[src/rtl/clm_pkg.sv]
package clm_pkg;
  localparam int unsigned MIN_GATE_LEN = 2;
  localparam int unsigned SYNC_STAGES  = 2;
endpackage

[src/rtl/clm_sync_edge.sv]
module clm_sync_edge (
  input  logic clk_i,
  input  logic rst_ni,
  input  logic async_i,
  output logic rise_o
);
  logic [clm_pkg::SYNC_STAGES-1:0] sync_q;
  logic prev_q;

  always_ff @(posedge clk_i or negedge rst_ni) begin
    if (!rst_ni) begin
      sync_q <= '0;
      prev_q <= 1'b0;
    end else begin
      sync_q <= {sync_q[clm_pkg::SYNC_STAGES-2:0], async_i};
      prev_q <= sync_q[clm_pkg::SYNC_STAGES-1];
    end
  end

  assign rise_o = sync_q[clm_pkg::SYNC_STAGES-1] & ~prev_q;

  AST_RISE_SPACED: assert property (@(posedge clk_i) disable iff (!rst_ni)
    rise_o |=> !rise_o);
endmodule

[src/rtl/clm_gate_timer.sv]
module clm_gate_timer #(
  parameter int unsigned GATE_LEN = 1024
) (
  input  logic clk_i,
  input  logic rst_ni,
  output logic last_o,
  output logic gate_done_o
);
  localparam int unsigned GATE_W = (GATE_LEN > 2) ? $clog2(GATE_LEN) : 1;
  localparam logic [GATE_W-1:0] GATE_END = GATE_W'(GATE_LEN - 1);

  logic [GATE_W-1:0] gate_q;
  logic first_q;

  assign last_o      = (gate_q == GATE_END);
  assign gate_done_o = last_o & ~first_q;

  always_ff @(posedge clk_i or negedge rst_ni) begin
    if (!rst_ni) begin
      gate_q  <= '0;
      first_q <= 1'b1;
    end else begin
      gate_q <= last_o ? '0 : gate_q + 1'b1;
      if (last_o) first_q <= 1'b0;
    end
  end

  AST_DONE_SPACED: assert property (@(posedge clk_i) disable iff (!rst_ni)
    gate_done_o |=> !gate_done_o);
  AST_FIRST_SKIPPED: assert property (@(posedge clk_i) disable iff (!rst_ni)
    (first_q && last_o) |-> !gate_done_o);
endmodule

[src/rtl/clm_edge_counter.sv]
module clm_edge_counter #(
  parameter int unsigned CNT_W = 12
) (
  input  logic             clk_i,
  input  logic             rst_ni,
  input  logic             rise_i,
  input  logic             last_i,
  output logic [CNT_W-1:0] sample_o
);
  localparam logic [CNT_W-1:0] CNT_MAX = '1;

  logic [CNT_W-1:0] cnt_q;

  // the edge seen in the closing cycle still belongs to the closing gate
  assign sample_o = (cnt_q == CNT_MAX) ? CNT_MAX : cnt_q + CNT_W'(rise_i);

  always_ff @(posedge clk_i or negedge rst_ni) begin
    if (!rst_ni)     cnt_q <= '0;
    else if (last_i) cnt_q <= '0;
    else             cnt_q <= sample_o;
  end

  AST_NO_WRAP: assert property (@(posedge clk_i) disable iff (!rst_ni)
    (cnt_q == CNT_MAX && !last_i) |=> cnt_q == CNT_MAX);
endmodule

[src/rtl/clm_judge.sv]
module clm_judge #(
  parameter int unsigned CNT_W  = 12,
  parameter int unsigned FAIL_W = 4
) (
  input  logic              clk_i,
  input  logic              rst_ni,
  input  logic              gate_done_i,
  input  logic [CNT_W-1:0]  sample_i,
  input  logic [CNT_W-1:0]  min_cnt_i,
  input  logic [CNT_W-1:0]  max_cnt_i,
  input  logic [FAIL_W-1:0] fail_lim_i,
  output logic [CNT_W-1:0]  cnt_o,
  output logic              cnt_vld_o,
  output logic              alarm_o
);
  localparam logic [FAIL_W-1:0] RUN_MAX = '1;

  logic [FAIL_W-1:0] run_q, run_nxt, lim_eff;
  logic fail, trip;

  assign fail    = (sample_i == '0) || (sample_i < min_cnt_i) || (sample_i > max_cnt_i);
  assign lim_eff = (fail_lim_i == '0) ? FAIL_W'(1) : fail_lim_i;
  assign run_nxt = !fail ? '0 : (run_q == RUN_MAX) ? RUN_MAX : run_q + 1'b1;
  assign trip    = gate_done_i && fail && (run_nxt >= lim_eff);

  always_ff @(posedge clk_i or negedge rst_ni) begin
    if (!rst_ni) begin
      run_q     <= '0;
      cnt_o     <= '0;
      cnt_vld_o <= 1'b0;
      alarm_o   <= 1'b0;
    end else begin
      cnt_vld_o <= gate_done_i;
      if (gate_done_i) begin
        cnt_o <= sample_i;
        run_q <= run_nxt;
      end
      if (trip) alarm_o <= 1'b1;
    end
  end

  AST_ZERO_FAILS: assert property (@(posedge clk_i) disable iff (!rst_ni)
    (gate_done_i && sample_i == '0) |=> run_q != '0);
  AST_ALARM_STICKY: assert property (@(posedge clk_i) disable iff (!rst_ni)
    alarm_o |=> alarm_o);
  AST_ALARM_WITH_STROBE: assert property (@(posedge clk_i) disable iff (!rst_ni)
    $rose(alarm_o) |-> cnt_vld_o);
  AST_PASS_CLEARS_RUN: assert property (@(posedge clk_i) disable iff (!rst_ni)
    (gate_done_i && sample_i != '0 && sample_i >= min_cnt_i && sample_i <= max_cnt_i)
      |=> run_q == '0);
endmodule

[src/rtl/clk_liveness_mon.sv]
module clk_liveness_mon #(
  parameter int unsigned GATE_LEN = 1024,
  parameter int unsigned CNT_W    = 12,
  parameter int unsigned FAIL_W   = 4
) (
  input  logic              clk_i,
  input  logic              rst_ni,
  input  logic              mon_i,
  input  logic [CNT_W-1:0]  min_cnt_i,
  input  logic [CNT_W-1:0]  max_cnt_i,
  input  logic [FAIL_W-1:0] fail_lim_i,
  output logic [CNT_W-1:0]  cnt_o,
  output logic              cnt_vld_o,
  output logic              alarm_o
);
  logic rise, last, gate_done;
  logic [CNT_W-1:0] sample;

  clm_sync_edge u_sync (
    .clk_i   (clk_i),
    .rst_ni  (rst_ni),
    .async_i (mon_i),
    .rise_o  (rise)
  );

  clm_gate_timer #(.GATE_LEN(GATE_LEN)) u_gate (
    .clk_i       (clk_i),
    .rst_ni      (rst_ni),
    .last_o      (last),
    .gate_done_o (gate_done)
  );

  clm_edge_counter #(.CNT_W(CNT_W)) u_cnt (
    .clk_i    (clk_i),
    .rst_ni   (rst_ni),
    .rise_i   (rise),
    .last_i   (last),
    .sample_o (sample)
  );

  clm_judge #(.CNT_W(CNT_W), .FAIL_W(FAIL_W)) u_judge (
    .clk_i       (clk_i),
    .rst_ni      (rst_ni),
    .gate_done_i (gate_done),
    .sample_i    (sample),
    .min_cnt_i   (min_cnt_i),
    .max_cnt_i   (max_cnt_i),
    .fail_lim_i  (fail_lim_i),
    .cnt_o       (cnt_o),
    .cnt_vld_o   (cnt_vld_o),
    .alarm_o     (alarm_o)
  );

  initial begin
    AST_GATE_PARAM: assert (GATE_LEN >= clm_pkg::MIN_GATE_LEN);
  end

  AST_RESET_QUIET: assert property (@(posedge clk_i)
    !rst_ni |-> (!cnt_vld_o && !alarm_o && cnt_o == '0));
endmodule

[config.mk]
export PLATFORM = sky130hd
export DESIGN_NAME = clk_liveness_mon
export DESIGN_NICKNAME = d
export VERILOG_FILES = /design/src/rtl/clm_pkg.sv /design/src/rtl/clm_sync_edge.sv /design/src/rtl/clm_gate_timer.sv /design/src/rtl/clm_edge_counter.sv /design/src/rtl/clm_judge.sv /design/src/rtl/clk_liveness_mon.sv
export SDC_FILE = /design/constraint.sdc
export NUM_CORES = 1
export LEC_CHECK = 0
export BUFFER_PORTS_ARGS = -buffer_cell sky130_fd_sc_hd__buf_4
export CORE_ASPECT_RATIO = 1.25
export CORE_MARGIN = 1
export CORE_UTILIZATION = 51
export CTS_CLUSTER_DIAMETER = 40
export CTS_CLUSTER_SIZE = 12
export DETAILED_ROUTE_END_ITERATION = 6
export PLACE_DENSITY = 0.72
export REMOVE_ABC_BUFFERS = 1
export SKIP_CTS_REPAIR_TIMING = 1
export SLEW_MARGIN = 15
export SYNTH_ARGS = -nofsm -noshare
export SYNTH_HDL_FRONTEND = slang
export SYNTH_HIERARCHICAL = 1
export SYNTH_SLANG_ARGS = --single-unit
[constraint.sdc]
create_clock -name clk_i -period 3.5 [get_ports clk_i]
set_input_delay 0.35 -clock clk_i [delete_from_list [all_inputs] [get_ports clk_i]]
set_output_delay 0.35 -clock clk_i [all_outputs]
set_load 0.05 [all_outputs]
==> impl_metrics.csv, run 1 <==
group,metric,value,unit
status,status,"finished, violations left",
die,die_h,85.0,µm
yosys,syn_area,2810,µm²
setup_path,crit_arrival,3.96,ns
routing,drt_first_pass_iters,4,
yosys,synth_cell_types,51,
timing,tightest_slew,0.582,ns
cts,cts_max_level,2,
setup_path,start_kind,"register",
yosys,synth_top_area_frac,0.383,
timing,fmax,266,MHz
finish,area_growth,36.4,%
cts,clkLatencyLatePin,0.30,ns
finish,antennaDiodeCount,0,
finish,n_fill_cell,394,
die,io_pins,45,
global_routing,grt-ovfl-total,0,
yosys,yosysWarnings,6,
timing,fin_crit,3.76,ns
routing,finalWirelength,6740,µm
yosys,syn_inst,283,
power_and_ir_drop,switching_share,0.317,
power_and_ir_drop,p_int,1.05,mW
setup_path,cp.required,3.69,ns
routing,drtIter0Drc,94,
power_and_ir_drop,comb_power_share,0.362,
routing,via_per_inst,5.66,
global_routing,track_usage,0.242,
cts,clk_path_buf_depth,2,
routing,wl_per_cell,15.5,µm
timing,finClkSkew,0.00578,ns
timing,finalSetupViolCount,1,
status,failed_checks,"negative setup slack",
cts,cts_tree,"done",
routing,drc,0,
place,dp_hpwl,4850,µm
timing,fin_crit_sh,1.08,
timing,rsz0062_at_grt,"true",
cts,cts_buffers,5,
global_routing,grt_first_pass_wirelength,10500,µm
routing,vias,2469,
place,placed_area,3530,µm²
yosys,synth.most_common_cell,"dfrtp_1",
timing,report.final.slew_viol_count,0,
finish,nets,435,
setup_path,crit_fanout,5,
setup_path,critical_path_class,"reg2reg",
power_and_ir_drop,p_leak,1.94,nW
die,start_util,0.542,
yosys,avgSynthCellArea,9.94,µm²
yosys,synth_flop_cell,"dfrtp_1",
power_and_ir_drop,p_seq_frac,0.372,
global_routing,antenna_found_initial,0,
die,die_area,5820,µm²
power_and_ir_drop,power.density,403,nW/µm²
yosys,synth_top_area_cell,"dfrtp_1",
place,pre_cts_ws,-0.451,ns
place,io_buffer_count,44,
cts,cts_root_buf,"clkbuf_8",
routing,ant_nets,0,
yosys,synth_area_leaders,"dfrtp_1 (38%), ha_1 (14%), mux2_2 (4.8%), inv_1 (4.5%), a21oi_1 (3.4%)",
global_routing,grt_pass1_vias,2364,
die,die_w,68.4,µm
setup_path,worstSetupEndpointType,"register",
global_routing,grt_max_degree,45,
yosys,yosys-top-cells-count,"dfrtp_1 (43), inv_1 (34), ha_1 (31), a21oi_1 (19), nand3_1 (17)",
timing,final-hold-violation-count,0,
power_and_ir_drop,pwr-share-clk,0.265,
yosys,synth_edf_count,0,
die,num_rows,29,
finish,finish.instance_area,3840,µm²
timing,setup_ws,-0.265,ns
power_and_ir_drop,vdd_drop_max,0.368,mV
yosys,async_flop_share,1.00,
die,core-area,5190,µm²
place,routabilityCongestion,0.868,
cts,cts.clk_slew.worst_paths,0.09,ns
yosys,ys_ff_latch,44,
timing,slew_headroom,0.610,
finish,drive_above_1_share,0.401,
job,cap_violations,0,
hold_path,hold_class,"in2async",
cts,numClockSinks,44,
power_and_ir_drop,switchingPower,490,µW
yosys,seq_area_frac_synth,0.392,
cells in the final DEF (no fill, tap or decap), drive strengths merged, types with 3 or more instances in the layout:
cell type | synthesis | layout
buf | 3 | 88
dfrtp | 43 | 43
inv | 34 | 34
ha | 31 | 31
a21oi | 19 | 19
nand3 | 18 | 18
nand2 | 13 | 13
mux2 | 12 | 12
o21ai | 11 | 11
nor2 | 10 | 10
a31oi | 10 | 10
nand4 | 9 | 9
and3 | 7 | 7
clkbuf | 2 | 6
a211oi | 6 | 6
nor3 | 6 | 6
nor2b | 5 | 5
xnor2 | 5 | 5
nor4 | 4 | 4
a21boi | 3 | 3
a21o | 3 | 3
and4 | 3 | 3
or3 | 3 | 3
nand2b | 3 | 3
power groups by stage:
| stage | registers, mW | logic (mW) | clock network (mW) |
|---|---|---|---|
| finish | 0.575 | 0.560 | 0.410 |
| detailed placement | 0.578 | 0.502 | 0 |
| global placement | 0.576 | 0.495 | 0 |
| CTS | 0.568 | 0.508 | 0.420 |
| global route | 0.581 | 0.622 | 0.440 |
| floorplan | 0.584 | 0.258 | 0 |
sequential cells by signal, indices dropped and copies added, names as in the netlist:
name               count
u_gate/gate_q         10
u_judge/alarm_o        1
u_cnt/cnt_q           12
u_sync/sync_q          2
u_judge/run_q          4
u_judge/cnt_vld_o      1
u_gate/first_q         1
u_judge/cnt_o         12
u_sync/prev_q          1
cell families after synthesis:
group / synth area share
flip-flops: 0.392
multiplexers: 0.0480
adder cells (fa/ha/maj): 0.138
AND/OR/NAND/NOR: 0.195
AO/OA/AOI/OAI: 0.150
XOR/XNOR: 0.0218
buffers and inverters: 0.0552
worst max-delay path: stages (launching register included):
cell	delay [ns]
dfrtp_1	0.40
nor2b_4	0.13
ha_4	0.16
nand4_1	0.21
o21ai_2	0.21
nand3_1	0.21
ha_1	0.38
buf_4	0.12
nand2_1	0.05
o21ai_0	0.27
nand2b_1	0.14
a31oi_4	0.17
nor3_2	0.07
a21o_1	0.16
ha_1	0.28
nand2b_4	0.14
a21o_1	0.16
a21oi_2	0.15
nor2b_1	0.06
o21ai_1	0.11
o21bai_1	0.07
through the flow:
step / utilization / hold WS [ns] / instances / total power [mW] / TNS [ns]
after floorplan: - / 0.0544 / 278 / 0.842 / -0.368
after global placement: 0.680 / 0.335 / 428 / 1.07 / -0.358
after detailed placement: 0.680 / 0.339 / 428 / 1.08 / -0.451
after CTS: 0.704 / 0.0450 / 436 / 1.50 / -0.466
after global routing: 0.739 / 0.0555 / 436 / 1.64 / -0.525
final: 0.739 / 0.0264 / 436 / 1.54 / -0.265
area by class of cell:
cell class                 instances  area (µm²)  share of cell area
sequential                        44        1100               0.287
clock buffer                       6        82.6              0.0215
inverter                          34         128              0.0333
clock inverter                     2        38.8              0.0101
tap                               62        77.6              0.0202
multi-input combinational        200        1750               0.455
timing repair buffer              88         661               0.172
routing by layer:
metal	vias to the layer above	part of all wire	GRT usage
met1	1191	0.42	0.296
li1	1215	-	-
met3	10	0.034	0.0511
met2	53	0.53	0.419
met5	-	0	0
met4	0	0.018	0.0625
path summary, 6_finish.rpt:
| check | start | to | slack (ns) | depth (start not counted) |
|---|---|---|---|---|
| setup / recovery | u_sync/prev_q | u_judge/alarm_o | -0.26 | 20 |
| hold / removal | rst_ni | u_judge/alarm_o | 0.03 | 1 |
| setup reg to reg | u_sync/prev_q | u_judge/alarm_o | -0.26 | 20 |
| hold reg to reg | u_sync/sync_q[0] | u_sync/sync_q[1] | 0.36 | 0 |
| max in group asynchronous | rst_ni | u_cnt/cnt_q[4] | 3.09 | 1 |
| min in group clk_i | mon_i | u_sync/sync_q[0] | 0.16 | 1 |
Note: power is estimated with default switching activity, not from simulation.
==> inputs of run 2 (changes only) <==
CORE_UTILIZATION = 30   (was 51)
PLACE_DENSITY = 0.45   (was 0.72)
==> impl_metrics.csv, run 2 (synthesis results as in run 1) <==
group,metric,value,unit
status,status,"finished, violations left",
status,failed_checks,"negative setup slack",
job,cap_violations,0,
power_and_ir_drop,p_seq_frac,0.341,
timing,rsz0062_at_grt,"true",
routing,drtIter0Drc,87,
finish,antennaDiodeCount,0,
setup_path,cp.required,3.67,ns
power_and_ir_drop,power.density,424,nW/µm²
power_and_ir_drop,p_leak,2.03,nW
routing,finalWirelength,7140,µm
power_and_ir_drop,p_int,1.19,mW
setup_path,crit_slowest_cell,"or3_4",
routing,drt_first_pass_iters,6,
timing,fmax,267,MHz
place,io_buffer_count,44,
cts,clk_path_buf_depth,2,
global_routing,antenna_found_initial,0,
die,start_util,0.308,
setup_path,path_cells,"nor2b_4, ha_4, nand4_1, or3_4, nand3_4, ha_4, a21o_1, nand3_2, a21oi_2, a2111oi_4, nor3_4, a21o_1, ha_1, nand2b_4, a21o_1, a21oi_1, nor2b_1, o21ai_1, o21bai_1",
routing,ant_nets,0,
global_routing,grt_first_pass_wirelength,11500,µm
finish,final_common_cell,"buf_4",
timing,report.final.slew_viol_count,0,
setup_path,cpMostUsedCell,"a21o_1",
routing,vias,2469,
finish,final_cell_mix,"buf_4 (102), dfrtp_1 (43), inv_1 (34), ha_1 (28), a21oi_1 (17)",
routing,wl_per_cell,14.0,µm
die,die_w,88.6,µm
place,routabilityCongestion,0.796,
setup_path,cp_slowest_stage_delay,0.48,ns
power_and_ir_drop,total_power,1.71,mW
cts,clkLatencyLatePin,0.28,ns
place,placed_area,3670,µm²
die,core-area,9130,µm²
timing,setup_ws,-0.243,ns
cts,cts_tree,"done",
finish,n_fill_cell,903,
timing,fin_crit_sh,1.07,
place,pre_cts_ws,-0.477,ns
finish,nets,449,
setup_path,critical_path_class,"reg2reg",
setup_path,crit_fanout,5,
cts,numClockSinks,44,
setup_path,crit_arrival,3.91,ns
power_and_ir_drop,switchingPower,518,µW
timing,slew_headroom,0.603,
global_routing,grt-ovfl-total,0,
timing,finClkSkew,0.00307,ns
cts,cts_root_buf,"clkbuf_16",
finish,finish.instance_area,4030,µm²
setup_path,worstSetupEndpointType,"register",
die,io_pins,45,
timing,final-hold-violation-count,0,
finish,drive_above_1_share,0.418,
finish,finish.utilization,0.442,
power_and_ir_drop,switching_share,0.303,
place,dp_hpwl,5400,µm
finish,area_growth,43.4,%
die,die_area,9770,µm²
die,num_rows,39,
routing,drc,0,
power_and_ir_drop,vdd_drop_max,0.268,mV
global_routing,grt_max_degree,45,
routing,via_per_inst,4.83,
power_and_ir_drop,comb_power_share,0.348,
timing,finalSetupViolCount,1,
cts,cts_max_level,2,
die,die_h,110,µm
timing,tightest_slew,0.592,ns
power_and_ir_drop,pwr-share-clk,0.311,
finish,reg.largest.list,"u_cnt/cnt_q (12), u_judge/cnt_o (12), u_gate/gate_q (10)",
cts,cts_buffers,5,
hold_path,hold_class,"in2async",
global_routing,grt_pass1_vias,2394,
global_routing,track_usage,0.154,
setup_path,start_kind,"register",
timing,fin_crit,3.74,ns
cts,cts.clk_slew.worst_paths,0.06,ns
[run 2: cell types whose count changed in the layout (fill, tap and decap cells not counted), moves of 2 or more]
cell,previous run,this run
a21oi_1,15,17
clkbuf_1,0,2
clkbuf_8,6,0
clkbuf_16,0,5
buf_4,88,102
nand3_2,2,5
o21ai_1,3,1
nand3_1,14,12
and3_1,3,5
[run 2: routing by layer]
layer  up-vias  part of all wire  global-route usage
li1       1246                 -                   -
met2        33              0.50               0.266
met1      1180              0.46               0.201
met3        10             0.017              0.0179
met4         0             0.018              0.0449
met5         -                 0                   0
[run 2: area by class of cell]
cell class / count / area [µm²] / area share
clock buffer: 7 / 133 / 0.0329
clock inverter: 1 / 30.0 / 0.00745
inverter: 34 / 128 / 0.0316
multi-input combinational: 200 / 1720 / 0.427
sequential: 44 / 1100 / 0.273
tap: 123 / 154 / 0.0382
timing repair buffer: 102 / 766 / 0.190
[run 2: power by group through the flow]
stage	Clock (mW)	Combinational, mW	Sequential (mW)
final	0.532	0.596	0.582
after global routing	0.567	0.674	0.587
after CTS	0.549	0.545	0.574
after detailed placement	0	0.539	0.584
after global placement	0	0.534	0.583
after floorplan	0	0.258	0.584
[run 2: worst paths after layout]
check	depth (start not counted)	from	end	slack (ns)
worst min register to register	0	u_sync/sync_q[0]	u_sync/sync_q[1]	0.35
max in group asynchronous	1	rst_ni	u_cnt/cnt_q[6]	3.04
min in group clk_i	1	mon_i	u_sync/sync_q[0]	0.18
worst min-delay path	1	rst_ni	u_judge/cnt_vld_o	0.06
worst max register to register	19	u_sync/prev_q	u_judge/alarm_o	-0.24
worst max-delay path	19	u_sync/prev_q	u_judge/alarm_o	-0.24
[run 2: worst max-delay path, delay by kind of cell (launching register included)]
family	cells	cell delay, ns
and+or+nand+nor	8	1.32
AOI/OAI and AO/OA	8	1.27
adders and majority gates	3	0.65
DFF	1	0.40
[run 2: per-stage QoR]
stage,instances,hold WS [ns],setup TNS [ns]
after CTS,506,0.0955,-0.498
final,511,0.0647,-0.243
after floorplan,278,0.0544,-0.368
after global routing,511,0.112,-0.400
after detailed placement,498,0.337,-0.477
after global placement,498,0.336,-0.448
